[src/rtl/vlstate_reg.sv]
module vlstate_reg #(
  parameter int REQ_W      = 16,
  parameter int LEN_W      = 7,
  parameter int STEP_LIMIT = 64,
  parameter int LEN_LIMIT  = 64
) (
  input  logic             clk,
  input  logic             rst_n,
  input  logic             wr_en,
  input  logic [63:0]      wr_data,
  input  logic             set_en,
  input  logic [REQ_W-1:0] set_req_len,
  input  logic [LEN_W-1:0] set_max_imm,
  output logic [63:0]      rd_data,
  output logic [2:0]       group_size,
  output logic             illegal_op
);
  localparam int WORD_W  = 64;
  localparam int MAX_LO  = 0;
  localparam int LEN_LO  = MAX_LO + LEN_W;
  localparam int SRC_LO  = LEN_LO + LEN_W;
  localparam int DST_LO  = SRC_LO + LEN_W;
  localparam int SSUB_LO = DST_LO + LEN_W;
  localparam int DSUB_LO = SSUB_LO + 2;
  localparam int GRP_LO  = DSUB_LO + 2;
  localparam int KEEP_B  = GRP_LO + 3;
  localparam int STATE_W = 60;
  localparam int PAD_W   = WORD_W - STATE_W;

  logic [STATE_W-1:0] st;

  logic [LEN_W-1:0] max_q, len_q, src_q, dst_q;
  logic [LEN_W-1:0] w_max, w_len, w_src, w_dst;
  logic [LEN_W-1:0] new_len;
  logic             wr_bad, set_bad, set_ok, wr_ok;

  assign max_q = st[MAX_LO +: LEN_W];
  assign len_q = st[LEN_LO +: LEN_W];
  assign src_q = st[SRC_LO +: LEN_W];
  assign dst_q = st[DST_LO +: LEN_W];

  assign w_max = wr_data[MAX_LO +: LEN_W];
  assign w_len = wr_data[LEN_LO +: LEN_W];
  assign w_src = wr_data[SRC_LO +: LEN_W];
  assign w_dst = wr_data[DST_LO +: LEN_W];

  assign wr_bad = (int'(w_max) > LEN_LIMIT) || (int'(w_len) > LEN_LIMIT) ||
                  (int'(w_src) >= STEP_LIMIT) || (int'(w_dst) >= STEP_LIMIT);
  assign set_bad = int'(set_max_imm) > LEN_LIMIT;

  assign new_len = (set_req_len < REQ_W'(set_max_imm)) ? set_req_len[LEN_W-1:0] : set_max_imm;

  assign wr_ok  = wr_en && !wr_bad;
  assign set_ok = !wr_en && set_en && !set_bad;

  assign illegal_op = wr_en ? wr_bad : (set_en && set_bad);
  assign rd_data    = {{PAD_W{1'b0}}, st};
  assign group_size = {1'b0, st[GRP_LO +: 2]} + 3'd1;

  always_ff @(posedge clk) begin
    if (!rst_n) begin
      st <= '0;
    end else if (wr_ok) begin
      st <= wr_data[STATE_W-1:0];
    end else if (set_ok) begin
      st[MAX_LO +: LEN_W] <= set_max_imm;
      st[LEN_LO +: LEN_W] <= new_len;
      if (new_len != len_q || set_max_imm != max_q) st[KEEP_B] <= 1'b0;
    end
  end

  AST_TRAP_FREEZES: assert property (@(posedge clk) disable iff (!rst_n)
    illegal_op |=> $stable(st));
  AST_SET_BOUNDED: assert property (@(posedge clk) disable iff (!rst_n)
    set_ok |=> (len_q <= max_q));
  AST_KEEP_CLEARED: assert property (@(posedge clk) disable iff (!rst_n)
    (set_ok && (new_len != len_q || set_max_imm != max_q)) |=> !st[KEEP_B]);
  AST_STEP_RANGE: assert property (@(posedge clk) disable iff (!rst_n)
    (int'(src_q) < STEP_LIMIT) && (int'(dst_q) < STEP_LIMIT));
  AST_LEN_RANGE: assert property (@(posedge clk) disable iff (!rst_n)
    (int'(len_q) <= LEN_LIMIT) && (int'(max_q) <= LEN_LIMIT));
  AST_SET_KEEPS_REST: assert property (@(posedge clk) disable iff (!rst_n)
    set_ok |=> (st[STATE_W-1:KEEP_B+1] == $past(st[STATE_W-1:KEEP_B+1])));
  AST_RESET_CLEAR: assert property (@(posedge clk)
    !rst_n |=> (rd_data == '0));
endmodule

[config.mk]
export PLATFORM = sky130hd
export DESIGN_NAME = vlstate_reg
export DESIGN_NICKNAME = d
export VERILOG_FILES = /design/src/rtl/vlstate_reg.sv
export SDC_FILE = /design/constraint.sdc
export NUM_CORES = 1
export LEC_CHECK = 0
export BUFFER_PORTS_ARGS = -buffer_cell sky130_fd_sc_hd__clkbuf_2
export CAP_MARGIN = 20
export CORE_UTILIZATION = 25
export CTS_BUF_LIST = sky130_fd_sc_hd__clkbuf_2
export CTS_CLUSTER_DIAMETER = 50
export DETAILED_ROUTE_END_ITERATION = 10
export PLACE_DENSITY = 0.6
export SYNTH_ARGS = -nofsm -noshare
export SYNTH_HDL_FRONTEND = slang
export SYNTH_SLANG_ARGS = --single-unit
[constraint.sdc]
create_clock -name clk -period 2.3 [get_ports clk]
set_clock_uncertainty 0.1 [all_clocks]
set_input_delay 0.23 -clock clk [delete_from_list [all_inputs] [get_ports clk]]
set_output_delay 0.23 -clock clk [all_outputs]
set_load 0.05 [all_outputs]
==> results.md <==
* WP data arrival at 2.57 ns
* Clock root buffer: clkbuf_2
* Overflow after GRT at 0
* Die height at around 110 µm
* Initial antenna violation count at 0
* Synth Area in Compound Gates at 18.3%
* Final Non-Filler Cells at 695
* Period utilization at between 90% and 100%
* Hold Crit Start: set_max_imm[2]
* Initial Utilization at between 20% and 30%
* Worst hold path stage count at 4
* Gpl congestion at between 0.7 and 0.8
* Final Slew Violations at 0
* Ys Warns at 0
* Setup slack, reg-to-reg at approximately 0.67 ns
* FF-to-FF End: st[35]
* IO Count at around 160
* Clock Tree Buf Depth at 2
* Share of cells above drive strength 1 at between 30% and 40%
* Vias at 3129
* Routed length per instance at between 10 and 15 µm
* Pwr/cell area at approximately 460 nW/µm²
* Setup-failing EPs final at 0
* DIE WIDTH at approximately 110 µm
* Dpl cells at 621
* Post-CTS Setup Inserts at 0
* Most common flop cell mapped by yosys: dfxtp_1
* F_max at 441 MHz
* IO buf count at 150
* Largest net degree at the start of global routing at 33
* RSZ-0062 raised after global routing: false
* Top-count cell post-synth: nand2_1
* Fillers at approximately 1100
* Final hold slack at between 0.1 and 0.15 ns
* Setup CP Type: in -> reg
* HPWL after DPL at 6290 µm
* Commonest cells in the netlist: 98 x nand2_1, 60 x dfxtp_1, 58 x a21oi_1
* Min Tclk post-route at 2.27 ns
* Status: finished, final reports clean
* Via density at 4.50
* DRC errors left at 0
* ANT nets after route at 0
* Worst Hold Class: in -> reg
* Number of CTS-inserted buffers at 9
* Die ar. at 11400 µm²
* Netlist cell types at 37
* Gr usage total at between 15 and 20%
* Post-Synth XOR/XNOR Area at under 10%
* DRT iter0 DRCs at approximately 140
* Leak at a little under 2 nW
* CTS sink cnt at 60
* Async set-reset flop share out of synthesis at 0%
* CTS tree: built
* Main combinational cell family by area after synthesis: simple AND/OR/NAND/NOR gates
* Proportion of synthesized area in mux cells at between 2 and 3%
* First-pass GRT wire length at roughly 14000 µm
* Simple-Gate Fraction of Synth Area at approximately 20%
* Sequential-to-total area share from yosys stat at about 44%
* Final hold violations at 0
* R2R Path Start: st[10]
* Synth Area per Inst at between 8 and 9 µm²
* Post-Syn Instances at 341
* Number of flops mapped to enable cells by yosys at 0
* Worst-Skew Late Latency at around 0.45 ns
* Netlist Area Pre-Place at ~2700 µm²
* Share of the synthesized area in the top cell type at 43.7%
* Final wirelength at slightly above 9000 µm
* VDD IR max at 0.000227 V
* R2R depth at 5
* Worst rel slew slack at about 59%
* Synthesized flop and latch total at 60
* Htree depth at 3
* Crit. End Element: flip-flop
* Max-cap violations at 0
* Worst-Margin Slew at 0.608 ns
* Worst Hold Endpoint: st[2]
* Adder-Cell Fraction of Synth Area at 3.19%
* Largest register FFs at 60
* Row cnt at 37
* Top flop regs: st (60)
* Dominant cells by area after synthesis: dfxtp_1 44%, nand2_1 13%, a21oi_1 11%
* Core ar. at roughly 11000 µm²
* TritonRoute pass-1 iters at 4
* Final #Nets at between 600 and 700
* Required @ worst endpoint at about 2.6 ns
* Number of global-route vias before repair at approximately 3100
* Startpoint Class: input port
* Clock Pin Slew Worst Setup and Hold Paths at 0.17 ns
* Area grow syn2layout at 60.0%
* # diodes at 0
* Largest register by flop count: st
* Leading area contributor after synthesis: dfxtp_1
* Crit Path Max Fanout at 32
worst max path at each step:
stage                        start          to
global placement        wr_data[0]      st[13]
global route            wr_data[4]       st[0]
CTS                     wr_data[4]  illegal_op
floorplan           set_max_imm[2]      st[13]
detailed placement      wr_data[0]      st[13]
finish                  wr_data[4]       st[0]
repair_timing:
item / CTS / global route
hold buffers: 60 / 0
setup endpoints to repair: 0 / 2
endpoints found under the hold margin: 60 / 0
resized for setup: 0 / 2
critical path, cell delays in order:
cell and delay (ns):
dlygate4sd3_1 0.54, clkbuf_2 0.13, o31ai_2 0.28, buf_4 0.17
and3_4 0.24, buf_12 0.19, a22oi_1 0.10, dlygate4sd3_1 0.56
a21oi_1 0.11
cell type report:
class	instances	area, µm²	share of cell area [%]
timing repair buffer	227	1520	34.5
multi-input combinational	247	1400	31.9
sequential	60	1200	27.3
tap	136	170	3.87
clock buffer	10	50.0	1.14
inverter	11	41.3	0.939
clock inverter	4	18.8	0.427
power breakdown:
group,total (W),switching [W],leakage [nW],internal [W]
clock,0.000483,0.000356,0.0548,0.000127
sequential,0.00108,0.0000181,0.485,0.00106
combinational,0.000451,0.000246,1.40,0.000205
layer usage:
layer  share of wire (%)  up-vias  GRT usage (%)  routed length [µm]
li1                    -     1576              -                   -
met1                  43     1424           18.4                3890
met4                 1.5        0           5.38                 136
met3                 5.7       16           4.26                 516
met5                   0        -              0                   0
met2                  50      113           28.5                4520
placed cells by master, fill, tap and decap left out, types with 2 or more instances in the layout:
cell and n:
clkbuf_2 160, nand2_1 98, dlygate4sd3_1 60, dfxtp_1 60
a21oi_1 58, buf_4 14, a22oi_1 13, xnor2_1 13
inv_1 10, ha_1 7, nor2_1 6, nor4_1 4
mux2_2 4, xor2_1 4, nand4_1 4, conb_1 4
or4_1 3, o22ai_1 3, clkinv_2 3, buf_12 3
nor3b_1 2, and3_1 2, mux2i_1 2, nand2b_1 2
cells by family after synthesis:
logic type / after synthesis
and+or+nand+nor: 128
adders and majority gates: 7
AOI/OAI and AO/OA: 84
other: 1
buffers and inverters: 37
DFF: 60
xor gates and xnor gates: 17
muxes: 7
through the flow:
step	cell area, µm²	util [%]	setup WS (ns)	total power, W	setup TNS (ns)
after detailed placement	3720	35.4	-0.0108	0.00147	-0.0285
after CTS	4390	41.8	0.00834	0.00206	0
final	4400	41.9	0.0323	0.00201	0
after global routing	4400	41.9	0.0145	0.00214	0
after floorplan	2770	-	0.00656	0.00132	0
after global placement	3720	35.4	-0.0209	0.00146	-0.0382
No activity file was read; power rests on OpenSTA's default activity.
